===== src/rtl/way_victim_sel.sv =====
module way_victim_sel #(
  parameter int WAYS  = 8,
  parameter int CORES = 4
) (
  input  logic                       clk,
  input  logic                       rst_n,
  input  logic                       cfg_we,
  input  logic [$clog2(CORES+1)-1:0] cfg_sel,
  input  logic [WAYS-1:0]            cfg_wdata,
  output logic [WAYS-1:0]            cfg_rdata,
  output logic                       cfg_err,
  input  logic                       lk_valid,
  input  logic                       lk_hit,
  input  logic                       req_hw,
  input  logic [$clog2(CORES)-1:0]   req_core,
  input  logic                       lock_req,
  input  logic [WAYS-1:0]            tag_valid,
  input  logic [WAYS-1:0]            tag_dirty,
  input  logic [WAYS-1:0]            tag_lock,
  input  logic [WAYS-1:0]            tag_use,
  output logic                       vic_vld,
  output logic [$clog2(WAYS)-1:0]    vic_way,
  output logic                       vic_wb,
  output logic                       no_vic,
  output logic                       lock_fail,
  output logic [WAYS-1:0]            use_clr
);
  localparam int SW = $clog2(CORES+1);
  localparam int CW = $clog2(CORES);
  localparam int WW = $clog2(WAYS);
  localparam logic [SW-1:0] HW_SEL = SW'(CORES);

  logic [WAYS-1:0] core_mask [CORES];
  logic [WAYS-1:0] hw_mask;
  logic [WAYS-1:0] cur_mask, cand, inv, fresh;
  logic [WW-1:0]   pick;
  logic            miss, all_used;

  function automatic logic [WW-1:0] lowest(input logic [WAYS-1:0] v);
    lowest = '0;
    for (int i = WAYS-1; i >= 0; i--)
      if (v[i]) lowest = WW'(i);
  endfunction

  wire bad_wr = cfg_we && (&cfg_wdata);

  always_ff @(posedge clk) begin
    if (!rst_n) begin
      for (int c = 0; c < CORES; c++) core_mask[c] <= '0;
      hw_mask <= '0;
      cfg_err <= 1'b0;
    end else begin
      cfg_err <= bad_wr;
      if (cfg_we && !bad_wr) begin
        if (cfg_sel < HW_SEL) core_mask[cfg_sel[CW-1:0]] <= cfg_wdata;
        else if (cfg_sel == HW_SEL) hw_mask <= cfg_wdata;
      end
    end
  end

  always_comb begin
    if (cfg_sel < HW_SEL)       cfg_rdata = core_mask[cfg_sel[CW-1:0]];
    else if (cfg_sel == HW_SEL) cfg_rdata = hw_mask;
    else                        cfg_rdata = '0;
  end

  assign cur_mask = req_hw ? hw_mask : core_mask[req_core];
  assign cand     = ~cur_mask & ~tag_lock;
  assign inv      = cand & ~tag_valid;
  assign fresh    = cand & ~tag_use;
  assign all_used = (|cand) && !(|inv) && !(|fresh);
  assign pick     = (|inv) ? lowest(inv) : (|fresh) ? lowest(fresh) : lowest(cand);
  assign miss     = lk_valid && !lk_hit;

  always_ff @(posedge clk) begin
    if (!rst_n) begin
      vic_vld <= 1'b0; vic_way <= '0; vic_wb <= 1'b0;
      no_vic <= 1'b0; lock_fail <= 1'b0; use_clr <= '0;
    end else begin
      vic_vld   <= miss && (|cand);
      vic_way   <= (miss && (|cand)) ? pick : '0;
      vic_wb    <= miss && (|cand) && tag_valid[pick] && tag_dirty[pick];
      no_vic    <= miss && !(|cand);
      lock_fail <= miss && lock_req && !(|(cand & (cand - WAYS'(1))));
      use_clr   <= (miss && all_used) ? cand : '0;
    end
  end


  vic_allowed_chk: assert property (@(posedge clk) disable iff (!rst_n)
    vic_vld |-> ((($past(cur_mask | tag_lock) >> vic_way) & WAYS'(1)) == '0));

  vic_excl_chk: assert property (@(posedge clk) disable iff (!rst_n)
    $onehot0({vic_vld, no_vic}));

  wb_needs_vic_chk: assert property (@(posedge clk) disable iff (!rst_n)
    vic_wb |-> vic_vld);

  use_clr_chk: assert property (@(posedge clk) disable iff (!rst_n)
    (|use_clr) |-> (vic_vld && use_clr[vic_way]));

  hit_quiet_chk: assert property (@(posedge clk) disable iff (!rst_n)
    (lk_valid && lk_hit) |=> (!vic_vld && !no_vic));

  bad_wr_err_chk: assert property (@(posedge clk) disable iff (!rst_n)
    (cfg_we && (&cfg_wdata)) |=> cfg_err);

  lock_fail_src_chk: assert property (@(posedge clk) disable iff (!rst_n)
    lock_fail |-> $past(lock_req && lk_valid && !lk_hit));
endmodule


===== config.mk =====
export PLATFORM = sky130hd
export DESIGN_NAME = way_victim_sel
export DESIGN_NICKNAME = d
export VERILOG_FILES = /design/src/rtl/way_victim_sel.sv
export SDC_FILE = /design/constraint.sdc
export NUM_CORES = 1
export LEC_CHECK = 0
export ABC_AREA = 1
export BUFFER_PORTS_ARGS = -buffer_cell sky130_fd_sc_hd__buf_4
export CORE_MARGIN = 2
export CORE_UTILIZATION = 37
export DETAILED_ROUTE_END_ITERATION = 8
export HOLD_SLACK_MARGIN = 0.12
export PLACE_DENSITY = 0.65
export SYNTH_ARGS = -nofsm -noshare
export SYNTH_HDL_FRONTEND = slang
export SYNTH_SLANG_ARGS = --single-unit

===== constraint.sdc =====
create_clock -name clk -period 1.6 [get_ports clk]
set_input_delay 0.08 -clock clk [delete_from_list [all_inputs] [get_ports clk]]
set_output_delay 0.08 -clock clk [all_outputs]
set_load 0.02 [all_outputs]

---- Word-level counts from Yosys, hierarchy flattened ----
Memory sizes are Yosys's and may differ from the RTL's.
Cells that the tools add are included.
storage, ports and cells
  register bits ........................... 24
  latch bits .............................. 0
  memory bits (writable) .................. 32
  bits in read-only memories .............. 0
  bits of input ports ..................... 52
  output and inout port bits .............. 24
  word-level logic and storage cells ...... 90
  memories ................................ 1
cells by class
  add/subtract/negate cells ............... 1
  $mul .................................... 0
  divide/modulo/power cells ............... 0
  magnitude comparators ................... 2
  eq/ne operators ......................... 1
  shifts and indexed selects .............. 0
  multiplexer cells ....................... 41
  bitwise operators ....................... 9
  reductions and logical operators ........ 27
memories
  name       words  bits a word  rd ports  clocked after Yosys merged registers in  wr ports  RTL line  source
  core_mask  4      8            2         0                                        4         33        logic [WAYS-1:0] core_mask [CORES];
operators with widths
  cell                   number
  $mux W3                26
  $reduce_or A8 Y1       5
  $and A8 B8 Y8          4
  $mux W8                4
  $not A8 Y8             4
  $logic_and A1 B1 Y1    12
  $mux W1                8
  $reduce_and A8 Y1      1
  $sub A8 B1 Y8 const B  1
  $bmux W1 S3            2
  $logic_not A1 Y1       6
  $lt A3 B4 Y1 const B   1
  $reduce_and A2 Y1      2
  $eq A3 B3 Y1 const B   1
  $lt A3 B3 Y1 const B   1
  $reduce_and A3 Y1      1
  $mux W2                1
  $not A1 Y1             1

---- Logic depth before layout (Yosys ltp) ----
Gate-level depths: netlist of run 1.
An unclocked memory read counts as a cell.
  depth in word-level cells ............... 19
  mapped depth ............................ 23
  gate-level depth less buffers ........... 21

---- Least setup slack after synthesis of run 1 ----
Ideal clock, no wire load.
  path kind ............................... register to register
  start point ............................. memory core_mask[3][1]
  end point ............................... register vic_wb
  library setup time ...................... 112 ps
  data arrival time ....................... 1,630 ps
  data required time ...................... 1,488 ps
  path slack .............................. -142 ps
  cell stages (with the launch flop) ...... 17
  path buffers ............................ 0
  clock period less this slack ............ 1,742 ps
  cells stage by stage .................... edfxtp_1 nand2_1 nand3_1 nand3_1 nand3_1 or2_1 nand2_1 nor2_1 nand2_2 a21oi_2 nand2_2 nand2_2 nand2_1 nand3_1 nand2_1 nand2_1 nand2_1
RTL lines
  what                    RTL line  source
  start: declaration      33
  end signal: assignment  82        vic_wb <= miss && (|cand) && tag_valid[pick] && tag_dirty[pick];
  end: declaration        23        output logic vic_wb,

==> results of run 1 <==
## synthesized netlist by cell type, drive strengths merged (2+ instances only)
master	count
a21oi	36
nand4	4
nor4	2
o21ai	23
nand3b	3
nand3	38
nor3	4
clkbuf	5
clkinv	2
inv	50
a211oi	2
or2	7
nor2	61
a221o	6
dfxtp	24
buf	6
nand2	120
edfxtp	32
## worst max-delay path: cells and delay by family, from the launching register on
family / cells / cell delay (ns)
AOI/OAI and AO/OA: 1 / 0.06
buffers and inverters: 1 / 0.06
DFF: 1 / 0.43
and+or+nand+nor: 12 / 1.40
## worst max-delay path by stage
stage               cells past startpoint           endpoint
floorplan                              19  vic_wb$_SDFF_PN0_
global placement                       17  vic_wb$_SDFF_PN0_
detailed placement                     18  vic_wb$_SDFF_PN0_
CTS                                    17  vic_wb$_SDFF_PN0_
global route                           16  vic_wb$_SDFF_PN0_
finish                                 14  vic_wb$_SDFF_PN0_
## state kept, by name, summed over array words and instances, names as in the netlist
signal and cells:
core_mask 32, hw_mask 8, use_clr 8, vic_way 3
cfg_err 1, lock_fail 1, no_vic 1, vic_vld 1
vic_wb 1
## power breakdown
group | leakage (nW) | total [mW] | internal [mW] | switching, mW
clock | 0.0491 | 0.842 | 0.324 | 0.518
combinational | 1.75 | 1.10 | 0.511 | 0.588
sequential | 0.502 | 1.63 | 1.59 | 0.0392
## final cells by class
type / count / area (µm²) / area share [%]
clock buffers: 5 / 68.82 / 1.416
clock inverters: 3 / 26.28 / 0.5405
repair buffers: 159 / 1251 / 25.74
well taps: 108 / 135.1 / 2.780
multi-input cells: 311 / 1733 / 35.65
inverters: 52 / 205.2 / 4.221
flip-flops and latches: 56 / 1441 / 29.65
## cell usage in the layout, fill, tap and decap left out, types with 2 or more instances in the layout
cell type and instances:
a21oi_1 32, o21ai_0 20, nand3_1 21, a21oi_2 4, nor2_2 9, nand2_2 15, nor4_1 2, nand3_2 15
a211oi_2 2, inv_2 6, clkbuf_8 5, nor3_2 3, nand3_4 2, nor2_1 48, buf_4 146, inv_1 42
inv_6 2, nand3b_1 3, nand2_4 11, or2_4 3, dfxtp_1 24, buf_12 2, or2_1 4, nand4_1 4
clkinv_1 2, nor2_4 4, edfxtp_1 32, nand2_1 94, buf_6 4, o21ai_1 2, a221o_1 6, dlygate4sd3_1 7
## through the flow
step                worst slack (ns)  std cells  instance area (µm²)
floorplan                    -0.1029        430                 3237
global placement             -0.3517        664                 4343
detailed placement           -0.3664        664                 4343
CTS                          -0.3070        688                 4677
global route                 -0.5587        694                 4861
finish                       -0.4093        694                 4861
## repair_timing
action	4_1_cts	5_1_grt
pin swaps	21	16
resized for setup	27	34
hold buffers	7	0
setup endpoints to repair	13	15
buffers inserted	10	7
gates cloned	0	0
endpoints found under the hold margin	7	0
## logic make-up (layout without fill, tap and decap cells)
logic type | after synthesis | in the layout
buffers and inverters | 63 | 219
AO/OA/AOI/OAI | 72 | 72
AND/OR/NAND/NOR | 239 | 239
flip-flops | 56 | 56
## per-layer routing
metal,track usage (%),vias up
met2,37.61,123
met5,0,-
met3,3.813,29
met1,25.84,1592
met4,6.517,0
li1,-,1732
==> out/qor.csv, run 1 <==
metric;value;unit
outcome;finished, violations left;
violated checks;setup timing;
reg-to-reg setup timing slack;-0.41;ns
cell taking the most area after synthesis;edfxtp_1;
initial antenna violation count;0;
routed vias;3476;
vias in the first global route;3323;
Placer Congestion;0.8968;
Clk pin slew, worst setup/hold paths;0.12;ns
Pleak;2.300;nW
core area;8593;µm²
crit path DAT;2.29;ns
Compound-Gate Fraction of Synth Area;13.00;%
Worst-Skew Late Latency;0.32;ns
Gate Count Post-Synth;430;
Max Clk Rate;497.7;MHz
crit path time final;2.009;ns
Die Width;97.35;µm
Hold Fails Final Rpt;0;
Area contributors post-synth;edfxtp_1 30%, dfxtp_1 15%, nand2_1 12%, nor2_1 6.8%, a21oi_1 5.3%;
first-pass GRT wire length;16.20;mm
setup TNS;-2.722;ns
fill count;795;
row count;34;
post-synthesis simple-gate area fraction;33.76;%
maximum fanout along the worst path;4;
Initial Util;37.52;%
Net Count, Synth;482;
Sink Count;56;
main combinational cell family by area after synthesis;simple AND/OR/NAND/NOR gates;
total power;3.571;mW
crit path from;core_mask[0][3]$_SDFFCE_PN0P_;
fin worst setup slack;-0.4093;ns
Worst Path Required;1.88;ns
worst hold slack;0.1046;ns
die area;9477;µm²
cts bufs inserted;5;
Root Driver;clkbuf_8;
Nets;637;
RSZ-0062 raised after global routing;true;
Core Util, Final;56.57;%
Post-Route M1 WL;4.276;mm
htree depth;2;
drt drc;0;
area fraction of the dominant cell type after synthesis;29.80;%
Mapped Area;3224;µm²
maximum vdd drop;0.4986;mV
Seq/Total Area, Yosys;44.70;%
worst slew pin tran;0.4418;ns
Final ANT Viol Nets;0;
r2r endpoint;vic_wb$_SDFF_PN0_;
Adder-Cell Fraction of Synth Area;0;%
Synth Register Bits;56;
WHS Path Cells;3;
pwr dens;734.6;nW/µm²
drt via density;5.009;
crit end category;flip-flop;
Setup-failing EPs final;13;
fin. max-slew vios;0;
pin count of the biggest net entering global routing;20;
routed wl met2;5.290;mm
1st-iter DRT viols;159;
grt total ovfl;0;
slowest CP cell;edfxtp_1;
kind of critical path;reg2reg;
Max Cap Viol;0;
Chip Height;97.35;µm
Synth Area per Inst;7.498;µm²
Min-Delay Startpoint;lk_valid;
hpwl dp;7.944;mm
Synth async-reset ratio;0;%
Synth cell types;36;
mux share of post-synthesis cell area;0;%
top_reg_cell synth;edfxtp_1;
wirelength, routed;10.44;mm
Worst setup SP type;flip-flop;
first drt pass iteration count;4;
share of layout cells above drive strength 1;40.44;%
hold path endpoint;vic_vld$_SDFF_PN0_;
most used cell, CP;nand2_1;
met3 WL;541;µm
Worst Clk Skew;0.01031;ns
crit-path max cell delay;0.43;ns
HP Class;in2reg;
XOR/XNOR share of the synthesized area;0;%
worst path cell trace;nand2_1, nand3_1, nand3_2, nand3_2, or2_4, nand2_2, a21oi_1, nor2_1, inv_1, nor2_1, nand3_1, nand2_1, nand2_1, nand2_1;
max layer used;met4;
Slew HR;70.47;%
I/O pins;76;
CTS max path bufs;2;
WL/cell;15.04;µm
TritonCTS clock tree;built;
YS warnings;0;
Post-synth EDFFs;32;
P&R area growth vs syn;50.76;%
GRT Overall Usage;21.07;%
worst reg-to-reg path cell count;14;
Period Utilization, post-route;125.6;%
number of antenna diodes;0;
PortBufs;75;
Worst R2R Start;core_mask[0][3]$_SDFFCE_PN0P_;
Power figures use the tool's default switching activity.
==> run 2: changes to the inputs <==
--- a/config.mk
+++ b/config.mk
@@ -11,7 +11,7 @@
 export CORE_UTILIZATION = 37
 export DETAILED_ROUTE_END_ITERATION = 8
 export HOLD_SLACK_MARGIN = 0.12
-export PLACE_DENSITY = 0.65
+export PLACE_DENSITY = 0.63
 export SYNTH_ARGS = -nofsm -noshare
 export SYNTH_HDL_FRONTEND = slang
 export SYNTH_SLANG_ARGS = --single-unit
==> constraint.sdc (replaced) <==
create_clock -name clk -period 2.4 [get_ports clk]
set_input_delay 0.12 -clock clk [delete_from_list [all_inputs] [get_ports clk]]
set_output_delay 0.12 -clock clk [all_outputs]
set_load 0.02 [all_outputs]
==> out/qor.csv, run 2 (synthesis gave the netlist of run 1 again) <==
metric;value;unit
Max Clk Rate;470.0;MHz
Pleak;1.885;nW
drt drc;0;
maximum vdd drop;0.2192;mV
Top Registers;core_mask: 32 flops, hw_mask: 8 flops, use_clr: 8 flops;
max reg flops;32;
first drt pass iteration count;4;
Setup-failing EPs final;0;
pwr dens;530.8;nW/µm²
share of layout cells above drive strength 1;23.40;%
HP Class;in2reg;
Worst Path Required;2.63;ns
Net Sw Power;690.3;µW
Flop pwr share;50.2;%
Final ANT Viol Nets;0;
grt total ovfl;0;
TritonCTS clock tree;built;
hpwl dp;7.583;mm
FF+latch area;1441;µm²
Worst setup SP type;flip-flop;
Period Utilization, post-route;88.66;%
wirelength, routed;9.296;mm
cts bufs inserted;5;
die area;9477;µm²
pin count of the biggest net entering global routing;21;
total power;2.168;mW
drt via density;5.054;
initial antenna violation count;0;
Max Cap Viol;0;
Initial Util;37.52;%
Hold Fails Final Rpt;0;
Clock Power Share;26.1;%
Sw Share;31.84;%
vias in the first global route;3106;
Worst-Skew Late Latency;0.32;ns
WL/cell;14.87;µm
Placer Congestion;0.9176;
fin worst setup slack;0.2722;ns
setup TNS;0;ns
outcome;complete, no violations;
1st-iter DRT viols;157;
most frequent cells in the layout;105 x nand2_1, 81 x buf_4, 58 x nor2_1;
Slew HR;60.22;%
Chip Height;97.35;µm
PortBufs;75;
first-pass GRT wire length;15.00;mm
I/O pins;76;
crit path DAT;2.35;ns
fin. max-slew vios;0;
delay-heaviest family, CP;simple AND/OR/NAND/NOR gates;
worst slack, placed;0.2454;ns
P&R area growth vs syn;26.66;%
kind of critical path;reg2reg;
maximum fanout along the worst path;5;
# Post-CTS Setup Buffers;0;
largest register by flop count;core_mask;
Root Driver;clkbuf_8;
crit end category;flip-flop;
slowest CP cell;edfxtp_1;
area of the multi-input gates;1508;µm²
Clk pin slew, worst setup/hold paths;0.11;ns
CTS max path bufs;2;
worst path cell trace;nand2_1, nand3_1, nand3_1, nand3_1, or2_1, nand2_1, nor2_1, nand2_2, a21oi_2, nand2_2, nand2_2, nand2_1, nand3_1, nand2_1, nand2_1, nand2_1;
Comb power frac;23.7;%
RSZ-0062 raised after global routing;false;
Worst Clk Skew;0.009802;ns
Worst Path Buf+Inv;0;
Die Width;97.35;µm
Non-Filler Instances;625;
cell area after layout;4084;µm²
Pint;1.477;mW
row count;34;
htree depth;2;
core area;8593;µm²
crit path time final;2.128;ns
crit-path max cell delay;0.38;ns
number of antenna diodes;0;
fill count;872;
Placement Cell Area;3897;µm²
placed cells;608;
Nets;568;
Sink Count;56;
most common cell after layout, fill and taps aside;nand2_1;
GRT Overall Usage;19.64;%
worst slew pin tran;0.5951;ns
most used cell, CP;nand2_1;
routed vias;3159;
run 2: layer usage:
metal  global-route usage, %  routed length (µm)
met5                       0                   0
met1                   22.34                3798
met4                   6.090                 127
met3                   3.022                 419
met2                   37.50                4950
run 2: tightest hold or removal path: cells and delay by family:
family,cells,cell delay (ns)
AO/OA/AOI/OAI,1,0.04
AND/OR/NAND/NOR,2,0.17
buffers and inverters,1,0.08
run 2: worst paths after layout:
kind	start	end	slack, ns	cells after the start
max	core_mask[1][1]$_SDFFCE_PN0P_	vic_wb$_SDFF_PN0_	0.27	16
min	tag_lock[0]	use_clr[0]$_SDFF_PN0_	0.12	4
min reg2reg	hw_mask[1]$_SDFFE_PN0P_	hw_mask[1]$_SDFFE_PN0P_	0.48	2
max reg2reg	core_mask[1][1]$_SDFFCE_PN0P_	vic_wb$_SDFF_PN0_	0.27	16
run 2: power groups by stage:
stage	clock [mW]	sequential [mW]	combinational, mW
4_1_cts	0.577	1.09	0.516
3_5_place_dp	0	1.11	0.503
3_3_place_gp	0	1.11	0.497
5_1_grt	0.606	1.09	0.570
2_1_floorplan	0	1.10	0.320
6_report	0.566	1.09	0.514
run 2: area by class of cell:
type | count | share of cell area, %
clock inverters | 3 | 0.6740
clock buffers | 5 | 1.685
inverters | 52 | 5.025
repair buffers | 90 | 17.10
well taps | 108 | 3.309
multi-input cells | 311 | 36.92
flip-flops and latches | 56 | 35.29
run 2: what timing repair did:
action,4_1_cts,5_1_grt
hold buffers,9,0
hold endpoints to repair,8,0
resized for setup,0,0
run 2: stage by stage:
stage	hold slack, ns	utilization (%)
2_1_floorplan	0.2392	-
3_3_place_gp	0.3793	45.36
3_5_place_dp	0.3886	45.36
4_1_cts	0.1212	47.52
5_1_grt	0.1404	47.52
6_report	0.1159	47.52
